### src/rtl/ipi_pkg.sv
package ipi_pkg;
  // page selectors (addr[15:12])
  localparam logic [3:0] PAGE_LOCAL = 4'h2;
  localparam logic [3:0] PAGE_PERCPU = 4'h5;
  // local page offsets (addr[11:0])
  localparam logic [11:0] LOC_WHOAMI = 12'h000;
  localparam logic [11:0] LOC_EVENT = 12'h004;
  localparam logic [11:0] LOC_SEND = 12'h008;
  localparam logic [11:0] LOC_ACK = 12'h00C;
  localparam logic [11:0] LOC_MSET = 12'h024;
  localparam logic [11:0] LOC_MCLR = 12'h028;
  // per-CPU window offsets (addr[6:0])
  localparam logic [6:0] WIN_SET = 7'h08;
  localparam logic [6:0] WIN_CLR = 7'h0C;
  localparam logic [6:0] WIN_MSET = 7'h24;
  localparam logic [6:0] WIN_MCLR = 7'h28;
  // channel bits in ack / mask / window data
  localparam int BIT_OTHER = 0;
  localparam int BIT_SELF = 31;
  // event word
  localparam logic [15:0] EVT_KIND_IPI = 16'd4;
  localparam logic [15:0] EVT_NUM_OTHER = 16'd1;
  localparam logic [15:0] EVT_NUM_SELF = 16'd2;
  localparam logic [31:0] EVT_WORD_OTHER = {EVT_KIND_IPI, EVT_NUM_OTHER};
  localparam logic [31:0] EVT_WORD_SELF = {EVT_KIND_IPI, EVT_NUM_SELF};

  typedef enum logic [1:0] {
    RSEL_NONE,
    RSEL_WHOAMI,
    RSEL_EVENT
  } rd_sel_e;
endpackage

### src/rtl/ipi_decode.sv
module ipi_decode
  import ipi_pkg::*;
#(
  parameter int NCPU = 4,
  parameter int AW = 16,
  parameter int DW = 32,
  parameter int CW = (NCPU > 1) ? $clog2(NCPU) : 1
) (
  input  logic [CW-1:0]   cpu_id,
  input  logic            wr,
  input  logic            rd,
  input  logic [AW-1:0]   addr,
  input  logic [DW-1:0]   wdata,
  output logic [NCPU-1:0] set_oth,
  output logic [NCPU-1:0] set_slf,
  output logic [NCPU-1:0] clr_oth,
  output logic [NCPU-1:0] clr_slf,
  output logic [NCPU-1:0] mset_oth,
  output logic [NCPU-1:0] mset_slf,
  output logic [NCPU-1:0] mclr_oth,
  output logic [NCPU-1:0] mclr_slf,
  output logic [NCPU-1:0] take,
  output rd_sel_e         rd_sel
);
  logic [3:0]  page;
  logic [11:0] loc_off;
  logic [4:0]  win_idx;
  logic [6:0]  win_off;
  logic        is_loc;
  logic        win_ok;
  logic        bo;
  logic        bs;

  assign page    = addr[15:12];
  assign loc_off = addr[11:0];
  assign win_idx = addr[11:7];
  assign win_off = addr[6:0];
  assign is_loc  = (page == PAGE_LOCAL);
  assign win_ok  = (page == PAGE_PERCPU) && (int'(win_idx) < NCPU);
  assign bo      = wdata[BIT_OTHER];
  assign bs      = wdata[BIT_SELF];

  always_comb begin
    rd_sel = RSEL_NONE;
    if (rd && is_loc) begin
      if (loc_off == LOC_WHOAMI) rd_sel = RSEL_WHOAMI;
      else if (loc_off == LOC_EVENT) rd_sel = RSEL_EVENT;
    end
  end

  for (genvar k = 0; k < NCPU; k++) begin : g_cpu
    logic me;
    logic win_me;
    logic loc_me;
    assign me     = (32'(cpu_id) == k);
    assign loc_me = wr && is_loc && me;
    assign win_me = wr && win_ok && (int'(win_idx) == k);

    assign set_oth[k]  = (wr && is_loc && loc_off == LOC_SEND && wdata[k])
                       || (win_me && win_off == WIN_SET && bo);
    assign set_slf[k]  = win_me && win_off == WIN_SET && bs && me;
    assign clr_oth[k]  = bo && ((loc_me && loc_off == LOC_ACK) || (win_me && win_off == WIN_CLR));
    assign clr_slf[k]  = bs && ((loc_me && loc_off == LOC_ACK) || (win_me && win_off == WIN_CLR));
    assign mset_oth[k] = bo && ((loc_me && loc_off == LOC_MSET) || (win_me && win_off == WIN_MSET));
    assign mset_slf[k] = bs && ((loc_me && loc_off == LOC_MSET) || (win_me && win_off == WIN_MSET));
    assign mclr_oth[k] = bo && ((loc_me && loc_off == LOC_MCLR) || (win_me && win_off == WIN_MCLR));
    assign mclr_slf[k] = bs && ((loc_me && loc_off == LOC_MCLR) || (win_me && win_off == WIN_MCLR));
    assign take[k]     = (rd_sel == RSEL_EVENT) && me;
  end
endmodule

### src/rtl/ipi_cpu_slice.sv
module ipi_cpu_slice (
  input  logic clk,
  input  logic rst,
  input  logic set_oth,
  input  logic set_slf,
  input  logic clr_oth,
  input  logic clr_slf,
  input  logic mset_oth,
  input  logic mset_slf,
  input  logic mclr_oth,
  input  logic mclr_slf,
  input  logic take,
  output logic act_oth,
  output logic act_slf,
  output logic irq_q,
  output logic chan_q
);
  logic po, ps, mo, ms;
  logic po_n, ps_n, mo_n, ms_n;
  logic go_n, gs_n;

  assign act_oth = po && !mo;
  assign act_slf = ps && !ms;

  always_comb begin
    po_n = po;
    ps_n = ps;
    mo_n = mo;
    ms_n = ms;
    if (set_oth) po_n = 1'b1;
    if (clr_oth) po_n = 1'b0;
    if (set_slf) ps_n = 1'b1;
    if (clr_slf) ps_n = 1'b0;
    if (mset_oth) mo_n = 1'b1;
    if (mclr_oth) mo_n = 1'b0;
    if (mset_slf) ms_n = 1'b1;
    if (mclr_slf) ms_n = 1'b0;
    // delivery masks the winning channel; pending is left for the ack
    if (take) begin
      if (act_oth) mo_n = 1'b1;
      else if (act_slf) ms_n = 1'b1;
    end
    go_n = po_n && !mo_n;
    gs_n = ps_n && !ms_n;
  end

  always_ff @(posedge clk) begin
    if (rst) begin
      po     <= 1'b0;
      ps     <= 1'b0;
      mo     <= 1'b1;
      ms     <= 1'b1;
      irq_q  <= 1'b0;
      chan_q <= 1'b0;
    end else begin
      po     <= po_n;
      ps     <= ps_n;
      mo     <= mo_n;
      ms     <= ms_n;
      irq_q  <= go_n || gs_n;
      chan_q <= !go_n && gs_n;
    end
  end
endmodule

### src/rtl/ipi_unit.sv
module ipi_unit
  import ipi_pkg::*;
#(
  parameter int NCPU = 4,
  parameter int AW = 16,
  parameter int DW = 32,
  localparam int CW = (NCPU > 1) ? $clog2(NCPU) : 1
) (
  input  logic            clk,
  input  logic            rst,
  input  logic [CW-1:0]   req_cpu,
  input  logic            req_wr,
  input  logic            req_rd,
  input  logic [AW-1:0]   req_addr,
  input  logic [DW-1:0]   req_wdata,
  output logic [DW-1:0]   rd_data,
  output logic            rd_valid,
  output logic [NCPU-1:0] irq_o,
  output logic [NCPU-1:0] irq_chan
);
  logic [NCPU-1:0] set_oth, set_slf, clr_oth, clr_slf;
  logic [NCPU-1:0] mset_oth, mset_slf, mclr_oth, mclr_slf, take;
  logic [NCPU-1:0] act_oth, act_slf;
  rd_sel_e         rd_sel;
  logic [31:0]     evt_word;
  logic [DW-1:0]   rd_next;

  ipi_decode #(.NCPU(NCPU), .AW(AW), .DW(DW), .CW(CW)) u_dec (
    .cpu_id  (req_cpu),
    .wr      (req_wr),
    .rd      (req_rd),
    .addr    (req_addr),
    .wdata   (req_wdata),
    .set_oth (set_oth),
    .set_slf (set_slf),
    .clr_oth (clr_oth),
    .clr_slf (clr_slf),
    .mset_oth(mset_oth),
    .mset_slf(mset_slf),
    .mclr_oth(mclr_oth),
    .mclr_slf(mclr_slf),
    .take    (take),
    .rd_sel  (rd_sel)
  );

  for (genvar k = 0; k < NCPU; k++) begin : g_slice
    ipi_cpu_slice u_slice (
      .clk     (clk),
      .rst     (rst),
      .set_oth (set_oth[k]),
      .set_slf (set_slf[k]),
      .clr_oth (clr_oth[k]),
      .clr_slf (clr_slf[k]),
      .mset_oth(mset_oth[k]),
      .mset_slf(mset_slf[k]),
      .mclr_oth(mclr_oth[k]),
      .mclr_slf(mclr_slf[k]),
      .take    (take[k]),
      .act_oth (act_oth[k]),
      .act_slf (act_slf[k]),
      .irq_q   (irq_o[k]),
      .chan_q  (irq_chan[k])
    );
  end

  always_comb begin
    evt_word = '0;
    if (act_oth[req_cpu]) evt_word = EVT_WORD_OTHER;
    else if (act_slf[req_cpu]) evt_word = EVT_WORD_SELF;
    case (rd_sel)
      RSEL_WHOAMI: rd_next = DW'(req_cpu);
      RSEL_EVENT:  rd_next = DW'(evt_word);
      default:     rd_next = '0;
    endcase
  end

  always_ff @(posedge clk) begin
    if (rst) begin
      rd_data  <= '0;
      rd_valid <= 1'b0;
    end else begin
      rd_data  <= rd_next;
      rd_valid <= req_rd;
    end
  end
endmodule

### config.mk
export PLATFORM = sky130hd
export DESIGN_NAME = ipi_unit
export DESIGN_NICKNAME = d
export VERILOG_FILES = /design/src/rtl/ipi_pkg.sv /design/src/rtl/ipi_decode.sv /design/src/rtl/ipi_cpu_slice.sv /design/src/rtl/ipi_unit.sv
export SDC_FILE = /design/constraint.sdc
export NUM_CORES = 1
export LEC_CHECK = 0
export ABC_AREA = 1
export BUFFER_PORTS_ARGS = -buffer_cell sky130_fd_sc_hd__buf_2
export CELL_PAD_IN_SITES_DETAIL_PLACEMENT = 0
export CELL_PAD_IN_SITES_GLOBAL_PLACEMENT = 2
export CORE_MARGIN = 4
export CORE_UTILIZATION = 21
export DETAILED_ROUTE_END_ITERATION = 6
export PLACE_DENSITY_LB_ADDON = 0.15
export RECOVER_POWER = 50
export REMOVE_ABC_BUFFERS = 1
export SETUP_SLACK_MARGIN = 0.3
export SYNTH_ARGS = -nofsm -noshare
export SYNTH_HDL_FRONTEND = slang
export SYNTH_SLANG_ARGS = --single-unit
### constraint.sdc
create_clock -name clk -period 2.03 [get_ports clk]
set_input_delay 0.3045 -clock clk [delete_from_list [all_inputs] [get_ports clk]]
set_output_delay 0.3045 -clock clk [all_outputs]
set_load 0.02 [all_outputs]
==> impl_metrics.yaml <==
run_status:
  status: "complete, no violations"
detailed_routing:
  ant_nets: 0
  vias: 2002
  drtIter0Drc: 72
  dr.pass1.iters: 4
  drc: 0
  viasPerCell: 3.93
  wl_per_cell_microns: 12.3
  routed_wl_mm: 6.28
power:
  p_sw_w: 0.000329
  power-per-cell-area_mw_per_mm2: 463
  intPower_w: 0.000866
  power_w: 0.00119
  combinationalPowerShare_pct: 15.5
  swShare_pct: 27.5
  leakagePower_nw: 1.23
  clkPwrFrac_pct: 38.4
  pwr-share-seq_pct: 46.1
  ir_drop_mv: 0.461
timing:
  maxSlewHeadroom_pct: 66.4
  skew_ns: 0.00963
  rsz0062_at_grt: "false"
  tightest_slew_ns: 0.504
  maxSlewViolCount: 0
  hold_viol: 0
  finalCriticalPeriod_ns: 1.65
  setup_viol: 0
  min_period_over_period_pct: 81.1
  fmax_ghz: 0.608
yosys:
  synth-seq-cells: 28
  synth_ff_type: "dfxtp_1"
  yosys_warnings: 0
  synthCells: 325
  yosysTopAreaCell: "dfxtp_1"
  netlist.area_leader.share_pct: 26.5
  synth_edf_count: 0
  async_flop_share_pct: 0
  yosys.cell_types.count: 32
  ys_seq_area_share_pct: 26.5
  synth.avg_cell_area_sq_um: 6.51
  yosys-top-cells-area: "dfxtp_1, buf_4, nand2_1, nand3_1, nor2_1"
  synth_area_sq_mm: 0.00211
floorplanning:
  core.rowCount: 36
  start_util_pct: 21.6
  dieArea_sq_mm: 0.0117
  coreArea_sq_mm: 0.00977
  die_x_microns: 108
  die_h_microns: 108
  io_pins: 95
worst_setup_path:
  crit_fanout: 5
  path_class: "in -> reg"
  cp_data_required_time_ns: 2.21
  end_kind: "flop"
  worstRegToRegCells: 7
  cp-start-kind: "primary input"
  critPathArrivalTime_ns: 1.83
run:
  maxCapViolations: 0
cts:
  cts.sinks: 28
  cts_tree: "done"
  insertion_delay_ns: 0.28
  cts-root-buf: "clkbuf_8"
  htreeDepth: 1
  clock_path_buffers: 2
  numCtsBuffers: 3
  clk_transition_reported_paths_ns: 0.11
finish:
  drive_gt1_share_pct: 29.2
  final_cell_area_sq_mm: 0.00258
  fin_nets: 434
  area_growth_pct: 22.1
  diodes: 0
global_routing:
  track_usage_pct: 11.1
  grt_start_max_net_pins: 17
  overflow: 0
  antenna_found_initial: 0
  grt_pass1_vias: 1955
  grt_pass1_wl_mm: 9.97
place:
  place_congestion: 0.757
  place_area_sq_mm: 0.00244
  dp_hpwl_mm: 5.10
  numPortBuffers: 38
min_path:
  min_path_cells: 3
  hold_class: "in -> reg"
-- power groups by stage --
stage          Sequential [W]  Combinational (W)  Clock [W]
2_1_floorplan        0.000564          0.0000984          0
3_3_place_gp         0.000563           0.000183          0
3_5_place_dp         0.000563           0.000183          0
4_1_cts              0.000550           0.000185   0.000474
5_1_grt              0.000551           0.000205   0.000498
6_report             0.000550           0.000186   0.000459
-- per-stage QoR --
stage               worst slack (ns)  cells  TNS [ns]  hold slack [ns]  utilization [%]
CTS                            0.300    509         0            0.246             25.9
finish                         0.384    510         0            0.253             26.4
floorplan                      0.112    312         0            0.376                -
detailed placement            -0.176    504    -0.679            0.519             24.9
global placement              -0.188    504    -0.656            0.519             24.9
global route                   0.230    510         0            0.258             26.4
-- final cells by class --
cell class / instances / area, sq um
multi-input cells: 246 / 1290
fillers: 1171 / 7190
flip-flops and latches: 28 / 561
inverters: 38 / 149
repair buffers: 61 / 348
clock buffers: 3 / 41.3
well taps: 133 / 166
clock inverters: 1 / 30.0
-- cells by family after synthesis --
| logic type | count (synthesis) | share of synthesized area [%] |
|---|---|---|
| and+or+nand+nor | 205 | 48.5 |
| buffers and inverters | 79 | 20.9 |
| DFF | 28 | 26.5 |
| AOI/OAI and AO/OA | 10 | 2.72 |
| adders and majority gates | 2 | 1.18 |
| other | 1 | 0.177 |
-- Yosys cell counts, types with 2 or more instances --
library cell   n
buf_2          3
nor2_1        44
nand2_1       65
buf_4         37
nand4_1        7
inv_1         30
nor3_1         8
nor2_2        15
ha_1           2
nand2_2        5
nand3_2        4
dfxtp_1       28
nand3_1       43
a21oi_1        5
nor2_4         6
nand3b_2       2
inv_2          6
-- critical path, stage by stage --
cell and delay, ns:
buf_2 0.11, nor2_2 0.12, nand2_2 0.08, nor3_2 0.17, nand2_2 0.09, nor3_1 0.18
buf_4 0.15, inv_2 0.04, ha_4 0.17, buf_6 0.14, nand2_4 0.07, nand2_1 0.05
nor2_1 0.09, nor2_1 0.05
-- repair_timing --
action / CTS / global route
hold buffers: 0 / 0
setup buffers: 1 / 1
endpoints found under the hold margin: 0 / 0
gates resized for setup: 6 / 23
pin swaps: 4 / 8
endpoints found under the setup margin: 10 / 16
-- metal layers --
layer | vias to the layer above | GRT usage (%) | share of wire [%]
li1 | 1062 | - | -
met1 | 887 | 14.7 | 47
met2 | 51 | 19.1 | 47
met3 | 2 | 1.85 | 5.0
met5 | - | 0 | 0
met4 | 0 | 1.89 | 0.61
-- registers in the layout, indices dropped and copies added, names as in the netlist --
signal,flops
g_slice.u_slice.chan_q,4
g_slice.u_slice.irq_q,4
g_slice.u_slice.mo,4
g_slice.u_slice.ms,4
g_slice.u_slice.po,4
g_slice.u_slice.ps,4
rd_data,3
rd_valid,1
-- worst paths after layout --
check | from | endpoint | slack, ns
worst min-delay path | req_rd | rd_valid | 0.25
worst max register to register | g_slice[1].u_slice.mo | rd_data[18] | 0.86
worst max-delay path | req_addr[15] | g_slice[3].u_slice.chan_q | 0.38
worst min register to register | g_slice[3].u_slice.ps | g_slice[3].u_slice.ps | 0.56
-- layout by cell type, fill, tap and decap left out, drive strengths merged --
| master | count |
|---|---|
| a21oi | 5 |
| a22oi | 1 |
| a31oi | 1 |
| buf | 48 |
| bufinv | 1 |
| clkbuf | 16 |
| clkinv | 1 |
| conb | 29 |
| dfxtp | 28 |
| ha | 2 |
| inv | 37 |
| nand2 | 71 |
| nand3 | 47 |
| nand3b | 3 |
| nand4 | 7 |
| nor2 | 66 |
| nor3 | 9 |
| o21ai | 3 |
| or2 | 1 |
| or3 | 1 |
Note: power is estimated with default switching activity, not from simulation.
